**config.mk**
```make
export PLATFORM = sky130hd
export DESIGN_NAME = win_wdog
export DESIGN_NICKNAME = d
export VERILOG_FILES = /design/src/rtl/wdog_pkg.sv /design/src/rtl/wdog_trig_edge.sv /design/src/rtl/wdog_window_fsm.sv /design/src/rtl/win_wdog.sv
export SDC_FILE = /design/constraint.sdc
export NUM_CORES = 1
export LEC_CHECK = 0
export BUFFER_PORTS_ARGS = -buffer_cell sky130_fd_sc_hd__buf_2
export CAP_MARGIN = 20
export CORE_MARGIN = 2
export CORE_UTILIZATION = 50
export DETAILED_ROUTE_END_ITERATION = 6
export GPL_TIMING_DRIVEN = 0
export PLACE_DENSITY = 0.65
export SLEW_MARGIN = 10
export SYNTH_ARGS = -nofsm -noshare
export SYNTH_HDL_FRONTEND = slang
export SYNTH_SLANG_ARGS = --single-unit
```
**constraint.sdc**
```tcl
create_clock -name clk_i -period 2.4 [get_ports clk_i]
set_input_delay 0.24 -clock clk_i [delete_from_list [all_inputs] [get_ports clk_i]]
set_output_delay 0.24 -clock clk_i [all_outputs]
set_load 0.01 [all_outputs]
```
**src/rtl/wdog_pkg.sv**
```systemverilog
package wdog_pkg;

    typedef enum logic [1:0] {
        WD_LONG_RST  = 2'd0,
        WD_SHORT_RST = 2'd1,
        WD_CLOSED    = 2'd2,
        WD_OPEN      = 2'd3
    } wd_state_e;

    function automatic int unsigned max_of4(input int unsigned a, input int unsigned b,
                                            input int unsigned c, input int unsigned d);
        int unsigned m;
        m = a;
        if (b > m) m = b;
        if (c > m) m = c;
        if (d > m) m = d;
        return m;
    endfunction

endpackage

```
**src/rtl/wdog_trig_edge.sv**
```systemverilog
module wdog_trig_edge #(
    parameter int unsigned SYNC_STAGES = 2
) (
    input  logic clk_i,
    input  logic rst_ni,
    input  logic trig_i,
    output logic rise_o
);
    localparam int unsigned SW = SYNC_STAGES + 1;

    typedef struct packed {
        logic [SW-1:0] sh;
    } edge_reg_t;

    edge_reg_t r_d, r_q;

    always_comb begin
        r_d    = r_q;
        r_d.sh = {r_q.sh[SW-2:0], trig_i};
    end

    always_ff @(posedge clk_i or negedge rst_ni) begin
        if (!rst_ni) r_q <= '0;
        else         r_q <= r_d;
    end

    assign rise_o = r_q.sh[SW-2] & ~r_q.sh[SW-1];

    // a detected rise lasts one clock only
    a_r6_single_pulse: assert property (@(posedge clk_i) disable iff (!rst_ni)
        rise_o |=> !rise_o);

endmodule

```
**src/rtl/wdog_window_fsm.sv**
```systemverilog
module wdog_window_fsm
    import wdog_pkg::*;
#(
    parameter int unsigned CLOSED_TICKS    = 24,
    parameter int unsigned OPEN_TICKS      = 19,
    parameter int unsigned LONG_RST_TICKS  = 64,
    parameter int unsigned SHORT_RST_TICKS = 8
) (
    input  logic clk_i,
    input  logic rst_ni,
    input  logic tick_i,
    input  logic rise_i,
    input  logic sleep_i,
    output logic rst_out_no
);
    localparam int unsigned MAXT = max_of4(CLOSED_TICKS, OPEN_TICKS,
                                           LONG_RST_TICKS, SHORT_RST_TICKS);
    localparam int unsigned CW   = $clog2(MAXT + 1);
    localparam logic [CW-1:0] LIM_CLOSED = CW'(CLOSED_TICKS - 1);
    localparam logic [CW-1:0] LIM_OPEN   = CW'(OPEN_TICKS - 1);
    localparam logic [CW-1:0] LIM_LONG   = CW'(LONG_RST_TICKS - 1);
    localparam logic [CW-1:0] LIM_SHORT  = CW'(SHORT_RST_TICKS - 1);

    typedef struct packed {
        wd_state_e     st;
        logic [CW-1:0] cnt;
        logic          out_n;
    } fsm_reg_t;

    fsm_reg_t r_d, r_q;
    logic [CW-1:0] lim;
    logic          last_tick;

    always_comb begin
        unique case (r_q.st)
            WD_LONG_RST:  lim = LIM_LONG;
            WD_SHORT_RST: lim = LIM_SHORT;
            WD_CLOSED:    lim = LIM_CLOSED;
            default:      lim = LIM_OPEN;
        endcase
        last_tick = tick_i && (r_q.cnt == lim);

        r_d = r_q;
        if (sleep_i) begin
            r_d.st  = WD_LONG_RST;
            r_d.cnt = '0;
        end else begin
            unique case (r_q.st)
                WD_LONG_RST, WD_SHORT_RST: begin
                    if (last_tick) begin
                        r_d.st  = WD_CLOSED;
                        r_d.cnt = '0;
                    end else if (tick_i) begin
                        r_d.cnt = r_q.cnt + 1'b1;
                    end
                end
                WD_CLOSED: begin
                    if (rise_i) begin
                        r_d.st  = WD_SHORT_RST;
                        r_d.cnt = '0;
                    end else if (last_tick) begin
                        r_d.st  = WD_OPEN;
                        r_d.cnt = '0;
                    end else if (tick_i) begin
                        r_d.cnt = r_q.cnt + 1'b1;
                    end
                end
                default: begin
                    if (rise_i) begin
                        r_d.st  = WD_CLOSED;
                        r_d.cnt = '0;
                    end else if (last_tick) begin
                        r_d.st  = WD_SHORT_RST;
                        r_d.cnt = '0;
                    end else if (tick_i) begin
                        r_d.cnt = r_q.cnt + 1'b1;
                    end
                end
            endcase
        end
        r_d.out_n = (r_d.st == WD_CLOSED) || (r_d.st == WD_OPEN);
    end

    always_ff @(posedge clk_i or negedge rst_ni) begin
        if (!rst_ni) begin
            r_q.st    <= WD_LONG_RST;
            r_q.cnt   <= '0;
            r_q.out_n <= 1'b0;
        end else begin
            r_q <= r_d;
        end
    end

    assign rst_out_no = r_q.out_n;

    // early trigger inside the closed interval faults
    a_r2_early_edge: assert property (@(posedge clk_i) disable iff (!rst_ni)
        (r_q.st == WD_CLOSED && rise_i && !sleep_i)
        |=> (r_q.st == WD_SHORT_RST && !rst_out_no));

    // trigger in the open interval restarts the closed interval
    a_r4_valid_edge: assert property (@(posedge clk_i) disable iff (!rst_ni)
        (r_q.st == WD_OPEN && rise_i && !sleep_i)
        |=> (r_q.st == WD_CLOSED && r_q.cnt == '0 && rst_out_no));

    // open interval expiring without a trigger faults
    a_r3_timeout: assert property (@(posedge clk_i) disable iff (!rst_ni)
        (r_q.st == WD_OPEN && tick_i && !rise_i && !sleep_i && r_q.cnt == LIM_OPEN)
        |=> (r_q.st == WD_SHORT_RST && !rst_out_no));

    // each release starts a fresh closed interval
    a_r5_release_closed: assert property (@(posedge clk_i) disable iff (!rst_ni)
        $rose(rst_out_no) |-> (r_q.st == WD_CLOSED && r_q.cnt == '0));

    // sleep holds the reset low and clears the count
    a_r7_sleep_clears: assert property (@(posedge clk_i) disable iff (!rst_ni)
        sleep_i |=> (!rst_out_no && r_q.cnt == '0));

    // no tick, no edge, no sleep: the count is frozen
    a_r8_no_tick_hold: assert property (@(posedge clk_i) disable iff (!rst_ni)
        (!tick_i && !rise_i && !sleep_i) |=> $stable(r_q.cnt));

    // edges during a reset pulse change nothing
    a_r6_ignore_in_reset: assert property (@(posedge clk_i) disable iff (!rst_ni)
        ((r_q.st == WD_LONG_RST || r_q.st == WD_SHORT_RST) && rise_i && !tick_i && !sleep_i)
        |=> ($stable(r_q.st) && $stable(r_q.cnt)));

endmodule

```
**src/rtl/win_wdog.sv**
```systemverilog
module win_wdog #(
    parameter int unsigned CLOSED_TICKS    = 24,
    parameter int unsigned OPEN_TICKS      = 19,
    parameter int unsigned LONG_RST_TICKS  = 64,
    parameter int unsigned SHORT_RST_TICKS = 8,
    parameter int unsigned SYNC_STAGES     = 2
) (
    input  logic clk_i,
    input  logic rst_ni,
    input  logic tick_i,
    input  logic sleep_i,
    input  logic trig_i,
    output logic rst_out_no
);
    logic rise;

    wdog_trig_edge #(
        .SYNC_STAGES (SYNC_STAGES)
    ) u_edge (
        .clk_i  (clk_i),
        .rst_ni (rst_ni),
        .trig_i (trig_i),
        .rise_o (rise)
    );

    wdog_window_fsm #(
        .CLOSED_TICKS    (CLOSED_TICKS),
        .OPEN_TICKS      (OPEN_TICKS),
        .LONG_RST_TICKS  (LONG_RST_TICKS),
        .SHORT_RST_TICKS (SHORT_RST_TICKS)
    ) u_fsm (
        .clk_i      (clk_i),
        .rst_ni     (rst_ni),
        .tick_i     (tick_i),
        .rise_i     (rise),
        .sleep_i    (sleep_i),
        .rst_out_no (rst_out_no)
    );

endmodule

```
==> After elaboration in Yosys (flattened, before gate mapping) <==
Cells that the tools add are included.
{ "word_totals": {"ff_bits": 13, "in_bits": 5, "output_inout_bits": 1, "wordCells": 26} }
{ "op_classes": {"add_sub_neg": 1, "n_eq_ne": 5, "muxes": 10, "bitwise": 2, "reduce_logical": 4} }
{ "ops": {"columns": ["cell", "n"], "rows": [
  ["$mux W9", 3],
  ["$pmux W6 S3", 1],
  ["$pmux W9 S2", 1],
  ["$mux W7", 2],
  ["$add A7 B1 Y7 const B", 1],
  ["$eq A7 B6 Y1", 1],
  ["$eq A2 B2 Y1 const B", 3],
  ["$mux W2", 3],
  ["$eq A2 B1 Y1 const B", 1],
  ["$logic_not A2 Y1", 1],
  ["$reduce_or A2 Y1", 1],
  ["$and A1 B1 Y1", 1],
  ["$logic_and A1 B1 Y1", 1],
  ["$logic_or A1 B1 Y1", 1],
  ["$not A1 Y1", 1]
]} }

==> Logic depth before layout (Yosys ltp) <==
{ "logic_depth": {"depth_word": 10, "mapped_depth": 5, "mapped_depth_nobuf": 5} }

==> By module <==
From an unflattened synthesis, not the netlist that was laid out.
{ "hier_totals": {"hier_cells": 62, "hier_area_um2": 696.9} }
{ "by_module_without_submodules": {"columns": ["module", "n_inst", "cells_each", "area_per_inst_um2", "seq_area_each_um2"], "rows": [
  ["wdog_window_fsm", 1, 58, 608.1, 250.2],
  ["wdog_trig_edge", 1, 4, 88.8, 75.1]
]} }

==> Worst setup path after synthesis <==
OpenSTA, ideal clock, no wires.
{ "synth_timing": {"path_kind": "reg-to-reg", "startpoint": "register u_fsm.r_q[4] (netlist name)", "endpoint": "register u_fsm.r_q[8] (netlist name)", "setup_ps": 120, "arrival_ps": 1406, "required_time_ps": 2280, "slack_ps": 873, "path_stages_with_launch": 5, "n_path_buf": 0, "period_less_slack_ps": 1527, "path_cell_list": "dfrtp_1 > nor4b_2 > nor2_1 > or4_4 > and4_1"} }
{ "synth_lines": {"columns": ["element", "line_no", "rtl"], "rows": [
  ["from (decl)", "wdog_window_fsm.sv:30", "fsm_reg_t r_d, r_q;"],
  ["from (signal assigned)", "wdog_window_fsm.sv:90", "r_q <= r_d;"]
]} }

==> impl_metrics.py <==
metrics = {
    "worst_setup_path": {
        "crit_chain": "nor4b_2 > nor3_1 > o41ai_2 > nor2_1",
        "cp_data_arrival_time_ps": 1890,
        "worstSetupStartpointType": "flop",
        "r2r-start": "u_fsm.r_q[4]",
        "r2r-end": "u_fsm.r_q[2]",
        "critPathCaptureType": "flop",
        "worst-r2r-cell-count": 4,
        "critical-path-max-stage-delay_ps": 590,
        "crit_slowest_cell": "o41ai_2",
        "reg2reg_slack_ps": 640,
        "path_class": "flop to flop",
        "critPathRequiredTime_ps": 2530,
        "crit_path_max_fanout": 7,
    },
    "timing": {
        "clock_skew_ps": 1.28,
        "hold_slack_ps": 69.6,
        "fin_tns_setup_ps": 0,
        "fin_crit_sh_pct": 73.4,
        "slew_viol_final": 0,
        "post-route-min-period_ps": 1760,
        "tightest_slew_ps": 710,
        "rsz0062_at_grt": "false",
        "setup_slack_ps": 637,
        "setup_viol": 0,
        "relSlewSlack_pct": 52.1,
        "fmax_mhz": 567,
        "hold_viol_final": 0,
    },
    "global_route": {
        "grt_pass1_vias": 446,
        "antenna_found_initial": 0,
        "grt_first_pass_wirelength_um": 1880,
        "grt_use_total_pct": 18.1,
        "grt_max_degree": 14,
        "grt-ovfl-total": 0,
    },
    "die": {
        "design.core.area_um2": 1270,
        "start_util_pct": 52.4,
        "die_width_um": 40.5,
        "rows": 13,
        "die_area_um2": 1640,
        "die_y_um": 40.5,
        "io_pins": 6,
    },
    "pwr": {
        "intPower_uw": 301,
        "peakVddDrop_mv": 0.269,
        "swShare_pct": 23.8,
        "power.switching_uw": 93.9,
        "leakage_nw": 0.332,
        "clockPowerShare_pct": 34.3,
        "power_density_nw_per_um2": 534,
        "power_uw": 395,
        "seqPwrFrac_pct": 58.7,
        "p_comb_share_pct": 7.1,
    },
    "clock_tree": {
        "cts_sinks": 13,
        "cts_tree": "done",
        "clk_pin_slew_ps": 80,
        "h-tree-depth": 1,
        "clock_latency_ps": 270,
        "root_buffer": "clkbuf_4",
        "cts_max_path_buffers": 2,
        "cts_buffers": 3,
        "postCtsSetupRepairBufs": 0,
    },
    "drt": {
        "top_layer": "met4",
        "wl_met2_um": 525,
        "antenna_left": 0,
        "via_per_inst": 5.52,
        "met1_length_um": 558,
        "first_iter_violations": 5,
        "via_count": 475,
        "wl_um": 1120,
        "wl_met3_um": 27,
        "post-route-drc-count": 0,
        "routedWlPerCell_um": 13.0,
        "drt_pass1_iterations": 4,
    },
    "placement": {
        "dp_hpwl_um": 823,
        "portBuffers": 4,
        "gp_routability_congestion": 0.722,
        "pre_cts_ws_ps": 670,
    },
    "hold_path": {
        "worstHoldPathCells": 1,
        "min_from": "trig_i",
        "min_to": "u_edge.r_q[0]",
        "worstHoldPathType": "input pin to flop",
    },
    "final_layout": {
        "area_growth_pct": 11.3,
        "regArea_um2": 325,
        "final_common_cell": "dfrtp_1",
        "drive_above_1_share_pct": 19.7,
        "fillers": 120,
        "post-route-util_pct": 58.3,
        "multiInputGateArea_um2": 327,
        "final_cell_mix": "dfrtp_1, nor2_1, buf_2",
        "finalNetCount": 78,
        "diodes": 0,
    },
    "synth": {
        "ys_types": 29,
        "ys_ff_latch": 13,
        "ys_warn_count": 0,
        "syn_nets": 68,
        "avgSynthCellArea_um2": 10.7,
        "synthCells": 62,
        "synthesis.area_um2": 664,
        "synth-seq-area-share_pct": 49.0,
    },
    "outcome": {
        "status": "complete, no violations",
    },
    "run": {
        "drv_cap": 0,
    },
}
power groups by stage:
stage	registers (mW)	clock network (mW)	logic, mW
after floorplan	0.234	0	0.0170
after global placement	0.236	0	0.0260
after detailed placement	0.236	0	0.0271
after CTS	0.231	0.137	0.0285
after global routing	0.233	0.149	0.0333
final	0.232	0.135	0.0278
logic make-up after synthesis:
group | Yosys count | synth area share [%]
AOI/OAI and AO/OA | 9 | 10.4
muxes | 2 | 3.58
xor gates and xnor gates | 6 | 7.91
buffers and inverters | 3 | 1.88
adders and majority gates | 1 | 1.88
DFF | 13 | 49.0
and+or+nand+nor | 28 | 25.4
metal layers:
metal  vias to the layer above  track usage (%)
met1                       226             24.5
li1                        240                -
met3                         2             5.00
met4                         0             7.50
met2                         7             27.0
met5                         -                0
cell usage after synthesis:
library cell	count	area share [%]
nand2_1	3	1.7
xnor2_1	3	4.0
and4_1	1	1.3
o21ai_0	1	0.75
nor4b_2	1	2.3
a21oi_1	2	1.5
nor2b_1	1	0.94
and4b_1	1	1.5
o22ai_1	2	1.9
xor2_1	3	4.0
nand4_1	2	1.9
nand2_2	1	0.94
nand3_1	1	0.75
inv_1	2	1.1
nor3_1	1	0.75
buf_2	1	0.75
o41ai_1	1	1.3
o41ai_2	1	2.4
a21boi_0	1	1.1
mux2i_1	1	1.5
nand3b_4	1	3.0
dfrtp_1	13	49
and2_1	1	0.94
o311ai_0	1	1.3
or4_4	1	1.7
nor4_1	1	0.94
mux2i_2	1	2.1
ha_1	1	1.9
nor2_1	12	6.8
critical path, delay by kind of cell, from the launching register on:
kind / cells / cell delay [ps]
AO/OA/AOI/OAI: 1 / 590
AND/OR/NAND/NOR: 3 / 570
flip-flops: 1 / 460
worst max-delay path by stage:
stage | startpoint | to
2_1_floorplan | u_fsm.r_q[4] | u_fsm.r_q[8]
3_3_place_gp | u_fsm.r_q[9] | u_fsm.r_q[5]
3_5_place_dp | u_fsm.r_q[4] | u_fsm.r_q[7]
4_1_cts | u_fsm.r_q[4] | u_fsm.r_q[1]
5_1_grt | u_fsm.r_q[4] | u_fsm.r_q[7]
6_report | u_fsm.r_q[4] | u_fsm.r_q[2]
through the flow:
step	cell area [um2]	cells
2_1_floorplan	664	62
3_3_place_gp	703	81
3_5_place_dp	703	81
4_1_cts	739	86
5_1_grt	739	86
6_report	739	86
final cells by class:
class	instances	share of cell area [%]
Multi-Input combinational cell	46	44.2
Buffer	1	0.677
Clock buffer	4	3.55
Tap cell	15	2.54
Timing Repair Buffer	5	4.06
Inverter	2	1.02
Sequential cell	13	44.0
sequential cells by signal, summed over array words and instances (netlist names):
| register | cells |
|---|---|
| u_edge.r_q | 3 |
| u_fsm.rst_out_no | 1 |
| u_fsm.r_q | 9 |
timing repair:
action,in CTS,in global routing
hold buffers,1,0
endpoints found under the hold margin,13,0
gates resized for setup,0,0
No activity file was read; power rests on OpenSTA's default activity.
